### config.mk
export PLATFORM = sky130hd
export DESIGN_NAME = bus_grant_arbiter
export DESIGN_NICKNAME = d
export VERILOG_FILES = /design/src/rtl/arb_pkg.sv /design/src/rtl/arb_cfg_reg.sv /design/src/rtl/arb_tenure.sv /design/src/rtl/arb_holdoff.sv /design/src/rtl/arb_pick.sv /design/src/rtl/bus_grant_arbiter.sv
export SDC_FILE = /design/constraint.sdc
export NUM_CORES = 1
export LEC_CHECK = 0
export ABC_AREA = 1
export BUFFER_PORTS_ARGS = -buffer_cell sky130_fd_sc_hd__buf_4
export CAP_MARGIN = 25
export CORE_ASPECT_RATIO = 0.7
export CORE_MARGIN = 2
export CORE_UTILIZATION = 35
export CTS_CLUSTER_SIZE = 24
export DETAILED_ROUTE_END_ITERATION = 8
export MAX_ROUTING_LAYER = met4
export SLEW_MARGIN = 5
export SYNTH_ARGS = -nofsm -noshare
export SYNTH_HDL_FRONTEND = slang
export SYNTH_SLANG_ARGS = --single-unit
### constraint.sdc
create_clock -name clk -period 1.95 [get_ports clk]
set_clock_uncertainty 0.1 [all_clocks]
set_input_delay 0.195 -clock clk [delete_from_list [all_inputs] [get_ports clk]]
set_output_delay 0.195 -clock clk [all_outputs]
set_load 0.05 [all_outputs]
### src/rtl/arb_pkg.sv
package arb_pkg;
  typedef enum logic {PARK_LAST = 1'b0, PARK_DFLT = 1'b1} park_mode_e;

  function automatic int owner_width(input int n);
    return $clog2(n + 2);
  endfunction
endpackage

### src/rtl/arb_cfg_reg.sv
module arb_cfg_reg #(
  parameter int N_EXT = 4,
  parameter int DM_W  = 3,
  parameter int CFG_W = N_EXT + 4 + DM_W
) (
  input  logic             clk,
  input  logic             rst,
  input  logic             we,
  input  logic [CFG_W-1:0] wdata,
  output logic [CFG_W-1:0] q
);
  // reset: retry-hold on, pipeline-limit off, parking off, all enables on
  localparam logic [CFG_W-1:0] RST_VAL = {1'b1, 1'b0, {DM_W{1'b0}}, 1'b0, 1'b0, {N_EXT{1'b1}}};

  always_ff @(posedge clk) begin
    if (rst)     q <= RST_VAL;
    else if (we) q <= wdata;
  end

  AST_CFG_WRITE: assert property (@(posedge clk) disable iff (rst)
    we |=> (q == $past(wdata)));
endmodule

### src/rtl/arb_tenure.sv
module arb_tenure #(
  parameter int PEND_W = 3
) (
  input  logic clk,
  input  logic rst,
  input  logic addr_start,
  input  logic addr_end,
  input  logic data_end,
  output logic abusy,
  output logic pend_ok
);
  localparam logic [PEND_W-1:0] PMAX = {PEND_W{1'b1}};
  logic [PEND_W-1:0] pend;

  always_ff @(posedge clk) begin
    if (rst) begin
      abusy <= 1'b0;
      pend  <= '0;
    end else begin
      if (addr_start)    abusy <= 1'b1;
      else if (addr_end) abusy <= 1'b0;
      case ({addr_start, data_end})
        2'b10:   if (pend != PMAX) pend <= pend + 1'b1;
        2'b01:   if (pend != '0)   pend <= pend - 1'b1;
        default: pend <= pend;
      endcase
    end
  end

  assign pend_ok = (pend <= 1);

  AST_PEND_NO_WRAP: assert property (@(posedge clk) disable iff (rst)
    (pend == PMAX && addr_start && !data_end) |=> (pend == PMAX));
  AST_PEND_NO_UNDER: assert property (@(posedge clk) disable iff (rst)
    (pend == '0 && data_end && !addr_start) |=> (pend == '0));
endmodule

### src/rtl/arb_holdoff.sv
module arb_holdoff #(
  parameter int HOLD_CYCLES = 8,
  parameter int HW = $clog2(HOLD_CYCLES + 1)
) (
  input  logic clk,
  input  logic rst,
  input  logic enable,
  input  logic retry,
  output logic hold
);
  localparam logic [HW-1:0] HLOAD = HW'(HOLD_CYCLES);
  logic [HW-1:0] cnt;

  always_ff @(posedge clk) begin
    if (rst)                  cnt <= '0;
    else if (retry && enable) cnt <= HLOAD;
    else if (cnt != '0)       cnt <= cnt - 1'b1;
  end

  assign hold = (cnt != '0);

  AST_HOLD_RELOAD: assert property (@(posedge clk) disable iff (rst)
    (retry && enable) |=> (cnt == HLOAD));
  AST_HOLD_IGNORED: assert property (@(posedge clk) disable iff (rst)
    (!enable && cnt == '0) |=> (cnt == '0));
endmodule

### src/rtl/arb_pick.sv
module arb_pick #(
  parameter int N_EXT = 4,
  parameter int DM_W  = 3,
  parameter int OW    = 3,
  parameter int IW    = $clog2(N_EXT)
) (
  input  logic [N_EXT-1:0] req_ext,
  input  logic             req_host,
  input  logic [N_EXT-1:0] en,
  input  logic             blk,
  input  logic [IW-1:0]    rr_last,
  input  logic             park_en,
  input  arb_pkg::park_mode_e park_mode,
  input  logic [DM_W-1:0]  dflt,
  input  logic [OW-1:0]    last_own,
  output logic [OW-1:0]    nxt,
  output logic             from_req
);
  localparam logic [OW-1:0] HOST = OW'(N_EXT);
  localparam logic [OW-1:0] NONE = OW'(N_EXT + 1);

  logic [N_EXT-1:0] elig;
  logic             rr_found;
  logic [OW-1:0]    rr_pick;
  logic [OW-1:0]    cand;

  assign elig = req_ext & en & {N_EXT{!blk}};

  always_comb begin
    rr_found = 1'b0;
    rr_pick  = '0;
    for (int k = 1; k <= N_EXT; k++) begin
      if (!rr_found && elig[(int'(rr_last) + k) % N_EXT]) begin
        rr_found = 1'b1;
        rr_pick  = OW'((int'(rr_last) + k) % N_EXT);
      end
    end
  end

  always_comb begin
    cand     = (park_mode == arb_pkg::PARK_DFLT) ? OW'(dflt) : last_own;
    from_req = 1'b0;
    if (req_host) begin
      nxt = HOST;
    end else if (rr_found) begin
      nxt      = rr_pick;
      from_req = 1'b1;
    end else if (park_en) begin
      if (cand == HOST)
        nxt = HOST;
      else if (int'(cand) < N_EXT && en[cand[IW-1:0]] && !blk)
        nxt = cand;
      else
        nxt = NONE;
    end else begin
      nxt = NONE;
    end
  end
endmodule

### src/rtl/bus_grant_arbiter.sv
module bus_grant_arbiter #(
  parameter int N_EXT       = 4,
  parameter int HOLD_CYCLES = 8,
  parameter int PEND_W      = 3,
  localparam int DM_W  = $clog2(N_EXT + 1),
  localparam int CFG_W = N_EXT + 4 + DM_W
) (
  input  logic             clk,
  input  logic             rst,
  input  logic             cfg_we,
  input  logic [CFG_W-1:0] cfg_wdata,
  output logic [CFG_W-1:0] cfg_rdata,
  input  logic [N_EXT-1:0] req_ext,
  input  logic             req_host,
  input  logic             addr_start,
  input  logic             addr_end,
  input  logic             data_end,
  input  logic             addr_retry,
  output logic [N_EXT-1:0] gnt_ext,
  output logic             gnt_host
);
  localparam int OW = arb_pkg::owner_width(N_EXT);
  localparam int IW = $clog2(N_EXT);
  localparam int B_PARK = N_EXT;
  localparam int B_MODE = N_EXT + 1;
  localparam int B_DFLT = N_EXT + 2;
  localparam int B_PIPE = N_EXT + 2 + DM_W;
  localparam int B_HOLD = N_EXT + 3 + DM_W;
  localparam logic [OW-1:0] HOST = OW'(N_EXT);
  localparam logic [OW-1:0] NONE = OW'(N_EXT + 1);

  logic [CFG_W-1:0] cfg;
  logic abusy, pend_ok, hold, blk, from_req;
  logic [OW-1:0] nxt, last_own;
  logic [IW-1:0] rr_last;
  arb_pkg::park_mode_e pmode;

  arb_cfg_reg #(.N_EXT(N_EXT), .DM_W(DM_W), .CFG_W(CFG_W)) u_cfg (
    .clk(clk), .rst(rst), .we(cfg_we), .wdata(cfg_wdata), .q(cfg));

  arb_tenure #(.PEND_W(PEND_W)) u_ten (
    .clk(clk), .rst(rst), .addr_start(addr_start), .addr_end(addr_end),
    .data_end(data_end), .abusy(abusy), .pend_ok(pend_ok));

  arb_holdoff #(.HOLD_CYCLES(HOLD_CYCLES)) u_hold (
    .clk(clk), .rst(rst), .enable(cfg[B_HOLD]), .retry(addr_retry), .hold(hold));

  assign blk   = hold | (cfg[B_PIPE] & !pend_ok);
  assign pmode = arb_pkg::park_mode_e'(cfg[B_MODE]);

  arb_pick #(.N_EXT(N_EXT), .DM_W(DM_W), .OW(OW), .IW(IW)) u_pick (
    .req_ext(req_ext), .req_host(req_host), .en(cfg[N_EXT-1:0]), .blk(blk),
    .rr_last(rr_last), .park_en(cfg[B_PARK]), .park_mode(pmode),
    .dflt(cfg[B_DFLT +: DM_W]), .last_own(last_own), .nxt(nxt), .from_req(from_req));

  always_ff @(posedge clk) begin
    if (rst) begin
      gnt_ext  <= '0;
      gnt_host <= 1'b0;
      rr_last  <= IW'(N_EXT - 1);
      last_own <= HOST;
    end else if (!abusy) begin
      for (int i = 0; i < N_EXT; i++) gnt_ext[i] <= (nxt == OW'(i));
      gnt_host <= (nxt == HOST);
      if (nxt != NONE) last_own <= nxt;
      if (from_req)    rr_last  <= nxt[IW-1:0];
    end
  end

  assign cfg_rdata = cfg;

  AST_ONE_OWNER: assert property (@(posedge clk) disable iff (rst)
    $onehot0({gnt_ext, gnt_host}));
  AST_FREEZE_IN_TENURE: assert property (@(posedge clk) disable iff (rst)
    abusy |=> $stable({gnt_ext, gnt_host}));
  AST_NEW_EXT_ENABLED: assert property (@(posedge clk) disable iff (rst)
    !(|(gnt_ext & ~$past(gnt_ext) & ~$past(cfg[N_EXT-1:0]))));
  AST_NEW_EXT_NOT_HELD: assert property (@(posedge clk) disable iff (rst)
    (|(gnt_ext & ~$past(gnt_ext))) |-> !$past(hold));
  AST_NEW_EXT_DEPTH: assert property (@(posedge clk) disable iff (rst)
    (|(gnt_ext & ~$past(gnt_ext))) |-> !($past(cfg[B_PIPE]) && !$past(pend_ok)));
  AST_HOST_FIRST: assert property (@(posedge clk) disable iff (rst)
    ($past(req_host) && !$past(abusy) && !$past(rst)) |-> gnt_host);
  AST_NO_PARK_IDLE: assert property (@(posedge clk) disable iff (rst)
    (!$past(req_host) && $past(req_ext) == '0 && !$past(cfg[B_PARK]) &&
     !$past(abusy) && !$past(rst)) |-> ({gnt_ext, gnt_host} == '0));
endmodule

Word-level counts from Yosys, hierarchy flattened
Cells that the tools add are included.
Widths: inputs -> output; s select.

storage, ports and cells
  flip-flop bits (word level) = 29
  logic and storage cells = 105

cells by class
  $add $sub $neg = 7
  order comparisons = 7
  eq/ne operators = 11
  mux-type cells = 37
  bitwise operators = 9
  reduce and logical (&&, ||, !) cells = 25

operators by type and width
  kind                 number
  $mux 3               12
  $mux 1               17
  $lt 3x4->1 const B   4
  $bmux 1 s2           5
  $reduce_or 2->1      5
  $and 4x4->4          2
  $mux 4               2
  $eq 3x2->1 const B   2
  $eq 3x3->1 const B   2
  $logic_and 1x1->1    6
  $ne 3x3->1 const B   2
  $pmux 3 s2           1
  $reduce_bool 2->1    3
  $logic_not 1->1      5
  $add 2x1->2 const B  2
  $add 2x2->2 const B  2
  $and 1x1->1 const A  4
  $ne 2x1->1 const B   2
  $reduce_and 2->1     2
  $reduce_bool 4->1    1
  $sub 4x1->4 const B  1
  $add 3x1->3 const B  1
  $eq 3x1->1 const B   1
  $le 3x1->1 const B   1
  other kinds (11)     11

Depth between registers and ports, before layout
Gate-level depths: netlist of run 1.

  word-level depth = 23
  mapped depth = 18
  mapped depth without buffers = 17

Hierarchy
A second synthesis of run 1 with hierarchy kept.

unflattened totals
  cells, all modules = 288
  area total of the unflattened synthesis = 1969.4 um2

by module, submodules not included
  module             times used  cells each  area each (um2)
  arb_pick           1           98          525.5
  arb_cfg_reg        1           61          466.7
  bus_grant_arbiter  1           53          440.4
  arb_tenure         1           45          304.0
  arb_holdoff        1           31          232.7

Worst setup path before layout of run 1
No wires, ideal clock.

  kind = reg-to-reg
  start = register u_cfg.q[9]
  end = register gnt_ext[3]
  arrival = 1825 ps
  path slack = -102 ps
  stages on the path, launching flop included = 13
  path buffers = 1
  clock period less this slack = 2052 ps
  cells stage by stage = dfxtp_1 -> nand3_2 -> buf_6 -> nand4_2 -> nand2_4 -> nor2_8 -> nand3_4 -> nor2_1 -> nor2_2 -> nand2_2 -> inv_2 -> a22oi_1 -> nor2_1

between the ends
  cells in the longest elaborated chain, start to end = 20
  elaborated cells on any way between the ends = 37
  those cells by class = eq/ne: 1; mux: 25; bitwise: 3; reduce/logical: 8

RTL lines
  item                                        line                            source
  start: declaration                          arb_cfg_reg.sv:10               output logic [CFG_W-1:0] q
  start signal: assignment                    arb_cfg_reg.sv:17               else if (we) q <= wdata;
  $and 1x1->1 (*)                             bus_grant_arbiter.sv:48         assign blk = hold | (cfg[B_PIPE] & !pend_ok);
  $or 1x1->1 (*)                              bus_grant_arbiter.sv:48
  $logic_not 1->1 (*)                         arb_pick.sv:27, arb_pick.sv:51
  $and 4x4->4                                 arb_pick.sv:27                  assign elig = req_ext & en & {N_EXT{!blk}};
  $bmux 1 s2                                  arb_pick.sv:33                  if (!rr_found && elig[(int'(rr_last) + k) % N_EXT]) begin
  $mux 1 (implied by the code) (2 in series)  arb_pick.sv:33
  $mux 1                                      arb_pick.sv:33
  $logic_not 1->1                             arb_pick.sv:33
  (+3 left out)                               -
  $logic_and 1x1->1                           arb_pick.sv:33
  $mux 1                                      arb_pick.sv:33
  $logic_not 1->1                             arb_pick.sv:33
  $logic_and 1x1->1                           arb_pick.sv:33
  $mux 3 / $mux 1 (equally long branches)     arb_pick.sv:33
  $mux 3 (*)                                  arb_pick.sv:45                  end else if (rr_found) begin
  $mux 3 (*)                                  arb_pick.sv:43                  if (req_host) begin
  $eq 3x2->1 (*)                              bus_grant_arbiter.sv:63         for (int i = 0; i < N_EXT; i++) gnt_ext[i] <= (nxt == OW'(i));
  end signal: assignment                      bus_grant_arbiter.sv:58         gnt_ext <= '0;
  end: declaration                            bus_grant_arbiter.sv:19         output logic [N_EXT-1:0] gnt_ext,

Mark *: on every way between the ends. The rest lies on a longest branch, timed or not. The select of a mux whose other input is x is not followed.
A chain may end at the register's enable or synchronous reset.

Worst setup path in the final report of run 1
  start = register u_hold.cnt[0]
  end = register last_own[0]

between the ends
  cells in the longest elaborated chain, start to end = 21
  elaborated cells on any way between the ends = 38
  those cells by class = eq/ne: 1; mux: 25; bitwise: 2; reduce/logical: 10

RTL lines
  item                                        line                            source
  start: declaration                          arb_holdoff.sv:12               logic [HW-1:0] cnt;
  start signal: assignment                    arb_holdoff.sv:17               else if (cnt != '0) cnt <= cnt - 1'b1;
  $reduce_bool 4->1 (*)                       arb_holdoff.sv:20               assign hold = (cnt != '0);
  $or 1x1->1 (*)                              bus_grant_arbiter.sv:48
  $logic_not 1->1 (*)                         arb_pick.sv:27, arb_pick.sv:51
  $and 4x4->4                                 arb_pick.sv:27
  $bmux 1 s2                                  arb_pick.sv:33
  $mux 1 (implied by the code) (2 in series)  arb_pick.sv:33
  $mux 1                                      arb_pick.sv:33
  $logic_not 1->1                             arb_pick.sv:33
  (+4 left out)                               -
  $mux 1                                      arb_pick.sv:33
  $logic_not 1->1                             arb_pick.sv:33
  $logic_and 1x1->1                           arb_pick.sv:33
  $mux 3 / $mux 1 (equally long branches)     arb_pick.sv:33
  $mux 3 (*)                                  arb_pick.sv:45
  $mux 3 (*)                                  arb_pick.sv:43
  $ne 3x3->1                                  bus_grant_arbiter.sv:65         if (nxt != NONE) last_own <= nxt;
  $reduce_and 2->1 (no source line)           -
  end signal: assignment                      bus_grant_arbiter.sv:65
  end: declaration                            bus_grant_arbiter.sv:34         logic [OW-1:0] nxt, last_own;

Marks and branches as above.

==> impl_metrics.tcl, run 1 <==
set metrics [dict create \
    crit_fanout 4 \
    cp-start-kind "flop" \
    drt_wl_total_mm 5.058 \
    tritoncts "yes" \
    fin_tns_setup_ns -1.366 \
    dieArea_um2 5830 \
    crit_type "flop to flop" \
    clock_tree.root_cell "clkbuf_8" \
    dr.first_iter.drc_count 80 \
    syn_to_final_growth_pct 43.71 \
    place_area_um2 2275 \
    die_height_um 64.49 \
    cp_top_family "simple AND/OR/NAND/NOR gates" \
    clk_pin_slew_ns 0.07 \
    path_cells "inv_2 -> ha_4 -> nand2_8 -> nor2_4 -> buf_6 -> nand4_1 -> nand2_1 -> nand2_2 -> nand2_2 -> nand2_2 -> nand2_2 -> nand2_2 -> nand3_4 -> nand4_4 -> nand2_2 -> nand2_1 -> nand2_1 -> inv_1" \
    status "finished, violations left" \
    cap_violations 0 \
    final_cells 384 \
    fin_ws_ns -0.1858 \
    clockBufferDepth 2 \
    synth_compound_area_frac 0.1231 \
    setup_violations 10 \
    p_total_mw 3.423 \
    r2r_cells 18 \
    period_share 1.095 \
    fillers 490 \
    hold_viol 0 \
    r2r_start "u_hold.cnt[0]" \
    dr.pass1.iters 4 \
    cts.sinks 29 \
    ant_nets 0 \
    max_stage_delay_ns 0.33 \
    tightest_slew_ns 0.4165 \
    cpMaxStageDelayCell "dfxtp_2" \
    synthAdderAreaFrac 0.06156 \
    wire_per_inst_um 13.17 \
    ir_drop_v 0.0004539 \
    holdPathStages 3 \
    period_needed_ns 2.136 \
    antenna_found_initial 0 \
    vias 1865 \
    end_kind "flop" \
    reg2reg_to "last_own[0]" \
    synth.distinct_cells 35 \
    gp_routability_congestion 0.8629 \
    die_w_um 90.41 \
    pwr_density_cell_nw_per_um2 1302 \
    syn_inst 257 \
    io_buffers 38 \
    final_util 0.5350 \
    slew_violations 0 \
    min_from "cfg_wdata[10]" \
    yosysSeqAreaShare 0.3174 \
    dp.cells 369 \
    hp-class "input port to flop" \
    cp_common_cell "nand2_2" \
    num_rows 21 \
    ys_warn_count 0 \
    slew_headroom 0.7220 \
    io_pins 39 \
    vias_per_cell 4.857 \
    synth_top_family_by_area "simple AND/OR/NAND/NOR gates" \
    syn-num-nets 289 \
    p_leak_nw 1.280 \
    drive_above_1_share 0.4349 \
    final_nets 346 \
    finalInstanceArea_um2 2629 \
    initial_core_util 0.3723 \
    core_region_area_um2 4913 \
    critical_path_buf_inv_count 3 \
    drc 0 \
    muxShareOfSynthArea 0 \
    dp_slack_ns -0.2112 \
    grt_max_degree 16 \
    arrival_ns 2.23 \
    grt-ovfl-total 0 \
    hpwl_mm 3.329 \
    syn_area_um2 1829 \
    min_to "u_cfg.q[10]" \
    cts_made_buffers 5 \
    rsz0062_at_grt "yes" \
    clkLatencyLatePin_ns 0.30 \
    violations "negative setup slack" \
    ys_ff_latch 29 \
    grt_first_pass_wirelength_mm 8.079 \
    postSynthAreaPerCell_um2 7.118 \
    required_ns 2.05 \
    track_usage 0.1796 \
    synth_xor_area_frac 0.01915 \
    cts_max_level 2 \
    holdWs_ns 0.008426 \
    fmax_mhz 468.2 \
    antenna_cells 0 \
    post_synth_and_or_nand_nor_area_fraction 0.3694 \
    grt_pass1_vias 1648 \
    reg2reg_slack_ns -0.19 \
]
==> per-layer routing <==
metal	track usage	routed length, um	vias to the layer above
li1	-	-	951
met1	0.2525	2500	859
met2	0.2575	2284	46
met3	0.03023	180	9
met4	0.07115	92	0
met5	-	0	-
==> state kept, by name, indices dropped and copies added, names as in the netlist <==
name         cells
gnt_ext          4
gnt_host         1
last_own         3
rr_last          2
u_cfg.q         11
u_hold.cnt       4
u_ten.abusy      1
u_ten.pend       3
==> layout make-up <==
cell class	count	area (um2)	area share
Inverter	36	137.6	0.05236
Multi-Input combinational cell	184	1247	0.4745
Timing Repair Buffer	58	442.9	0.1685
Clock buffer	6	82.58	0.03141
Sequential cell	29	594.3	0.2261
Tap cell	69	86.33	0.03284
Clock inverter	2	37.54	0.01428
==> worst max path at each step <==
stage                        to           from  slack (ns)  depth (start not counted)
detailed placement   gnt_ext[3]  u_ten.pend[1]       -0.21                         14
finish              last_own[0]  u_hold.cnt[0]       -0.19                         18
CTS                 last_own[1]  u_ten.pend[1]        -0.1                         16
global placement     gnt_ext[3]  u_ten.pend[1]       -0.15                         14
floorplan           last_own[0]  u_ten.pend[1]        0.02                         17
global route        last_own[0]  u_hold.cnt[0]       -0.30                         18
==> where the power goes <==
group	internal [mW]	switching (mW)
logic	0.785	1.18
clock network	0.415	0.261
registers	0.703	0.0808
total	1.90	1.52
==> synthesized netlist by cell type, drive strengths merged <==
cell,n,share of area
a31oi,1,0.0034
a211oi,1,0.0041
nand3b,1,0.0041
nand3,25,0.086
o21ai,16,0.044
nand4,9,0.044
clkbuf,4,0.0082
a21oi,21,0.060
buf,6,0.027
clkinv,1,0.0021
and2,1,0.0034
nand2,62,0.14
inv,35,0.072
xnor2,3,0.014
ha,9,0.062
or3b,1,0.0048
nor3,3,0.0082
xor2,1,0.0048
a22oi,1,0.0041
o211ai,1,0.0041
nor2,25,0.075
o21a,1,0.0041
dfxtp,29,0.32
==> worst reg2reg max path, delay by kind of cell (launching register included) <==
family	cells	cell delay (ns)
and+or+nand+nor	14	1.24
DFF	1	0.33
buffers and inverters	3	0.22
adders and majority gates	1	0.16
==> logic make-up (layout without fill, tap and decap cells) <==
family          count (synthesis)  after routing
buf+inv                        46            102
flops                          29             29
fa+ha+maj                       9              9
compound gates                 42             42
simple gates                  127            129
xor+xnor                        4              4
==> cell usage in the layout (no fill, tap or decap), types with 2 or more instances in the layout <==
master    instances
buf_4            56
nand2_1          43
inv_1            25
a21oi_1          20
dfxtp_1          18
nor2_1           16
nand3_1          16
o21ai_0          15
nand2_2          14
dfxtp_2          11
inv_2             9
ha_1              7
clkbuf_8          6
nand3_4           5
nand4_1           5
nand3_2           5
nor2_2            4
nand2_4           4
nor2_4            4
nand4_2           3
xnor2_1           3
nor2_8            2
nor3_1            2
ha_4              2
buf_6             2
==> repair_timing <==
action / 4_1_cts / 5_1_grt
gates cloned: 2 / 0
pin swaps: 15 / 21
setup endpoints to repair: 10 / 10
hold buffers: 0 / 0
resized for setup: 23 / 21
buffers inserted: 3 / 2
Note: power is estimated with default switching activity, not from simulation.
==> inputs of run 2 (changes only) <==
- CTS_CLUSTER_DIAMETER: not set -> 60
- SKIP_CTS_REPAIR_TIMING: not set -> 1
==> impl_metrics.tcl, run 2 (synthesis gave the netlist of run 1 again) <==
set metrics [dict create \
    status "finished, violations left" \
    violations "negative setup slack" \
    grt_pass1_vias 1548 \
    gp_routability_congestion 0.8629 \
    crit_fanout 6 \
    io_buffers 38 \
    antenna_found_initial 0 \
    dr.first_iter.drc_count 110 \
    clockBufferDepth 2 \
    setup_violations 10 \
    hp-class "input port to flop" \
    p_leak_nw 1.265 \
    clk_pin_slew_ns 0.07 \
    grt-ovfl-total 0 \
    arrival_ns 2.16 \
    cp_top_family "simple AND/OR/NAND/NOR gates" \
    syn_to_final_growth_pct 40.97 \
    cap_violations 0 \
    path_cells "buf_4 -> nor2_2 -> nand2_2 -> nand3_4 -> nand4_1 -> nand2_2 -> nor2_8 -> nand3_4 -> nor2_2 -> nor2_4 -> nand3_2 -> nand3_1 -> nand3_1" \
    die_w_um 90.41 \
    period_needed_ns 2.099 \
    max_stage_delay_ns 0.33 \
    slew_violations 0 \
    crit_type "flop to flop" \
    place_area_um2 2275 \
    clkLatencyLatePin_ns 0.29 \
    dieArea_um2 5830 \
    cts.sinks 29 \
    rsz0062_at_grt "yes" \
    cp_num_cells 13 \
    top_register "u_cfg.q" \
    antenna_cells 0 \
    ir_drop_v 0.0004381 \
    drc 0 \
    hpwl_mm 3.329 \
    ant_nets 0 \
    tightest_slew_ns 0.4065 \
    fin_tns_setup_ns -1.207 \
    reg2reg_slack_ns -0.15 \
    r2r_cells 13 \
    tritoncts "yes" \
    num_rows 21 \
    wire_per_inst_um 12.31 \
    grt_first_pass_wirelength_mm 7.417 \
    largest_reg_flops 11 \
    dp.cells 369 \
    end_kind "flop" \
    cts_made_buffers 5 \
    fin_ws_ns -0.1493 \
    track_usage 0.1645 \
    hold_viol 0 \
    die_height_um 64.49 \
    drive_above_1_share 0.4000 \
    r2r_start "u_ten.pend[1]" \
    critical_path_buf_inv_count 1 \
    required_ns 2.01 \
    cts_max_level 2 \
    reg2reg_to "last_own[2]" \
    final_common_cell "buf_4" \
    fmax_mhz 476.3 \
    initial_core_util 0.3723 \
    cpMaxStageDelayCell "dfxtp_2" \
    period_share 1.077 \
    clock_tree.root_cell "clkbuf_8" \
    grt_max_degree 16 \
    finalInstanceArea_um2 2579 \
    vias 1817 \
    io_pins 39 \
    slew_headroom 0.7287 \
    reg_top3 "u_cfg.q x11, gnt_ext x4, u_hold.cnt x4" \
    dr.pass1.iters 4 \
    final_nets 346 \
    final_cell_mix "buf_4 (58), nand2_1 (49), inv_1 (26)" \
    worstSetupEndpoint "last_own[2]" \
    cp-start-kind "flop" \
    holdWs_ns 0.01242 \
    drt_wl_total_mm 4.726 \
    fillers 502 \
    critPathLaunch "u_ten.pend[1]" \
    core_region_area_um2 4913 \
    pwr_density_cell_nw_per_um2 1270 \
    vias_per_cell 4.732 \
    final_cells 384 \
]
==> run 2: cell types whose count changed in the layout (fill, tap and decap cells not counted), sizes merged <==
cell	before	now
buf	58	59
nor2	26	25
==> run 2: per-stage QoR <==
step             util  setup WS (ns)  power, mW
3_3_place_gp   0.4629        -0.1528      2.279
5_1_grt        0.5248        -0.2913      3.505
2_1_floorplan       -        0.01612      1.929
6_report       0.5248        -0.1493      3.276
4_1_cts        0.4874        -0.2386      2.976
3_5_place_dp   0.4629        -0.2112      2.294
==> run 2: area by class of cell <==
class | count | area [um2] | area share
sequential | 29 | 594.3 | 0.2305
inverter | 36 | 137.6 | 0.05337
timing repair buffer | 59 | 446.7 | 0.1732
multi-input combinational | 183 | 1194 | 0.4629
clock inverter | 2 | 37.54 | 0.01456
tap | 69 | 86.33 | 0.03348
clock buffer | 6 | 82.58 | 0.03202
==> run 2: where the power goes <==
group | internal, mW | switching, mW
sequential | 0.703 | 0.0768
combinational | 0.749 | 1.07
clock | 0.415 | 0.260
==> run 2: worst reg2reg max path, stage by stage, from the launching register on <==
cell and delay, ns:
dfxtp_2 0.33, buf_4 0.13, nor2_2 0.08, nand2_2 0.11, nand3_4 0.14, nand4_1 0.15
nand2_2 0.17, nor2_8 0.06, nand3_4 0.13, nor2_2 0.07, nor2_4 0.19, nand3_2 0.10
nand3_1 0.12, nand3_1 0.09
==> run 2: worst min path at each step <==
stage                     slack, ns  cells after the start          start          end
after floorplan                0.19                      2            rst   u_cfg.q[0]
after global placement         0.31                      3   cfg_wdata[2]   u_cfg.q[2]
after detailed placement       0.32                      3  cfg_wdata[10]  u_cfg.q[10]
after CTS                     0.009                      3  cfg_wdata[10]  u_cfg.q[10]
after global routing           0.02                      3   cfg_wdata[2]   u_cfg.q[2]
final                          0.01                      3  cfg_wdata[10]  u_cfg.q[10]
==> run 2: routing by layer <==
layer  GRT usage  wire length, um  share of wire  vias up
met5           -                0              0        -
li1            -                -              -      947
met1      0.2368             2408           0.51      811
met4     0.06923               59          0.012        0
met3     0.03023              223          0.047        7
met2      0.2246             2034           0.43       52
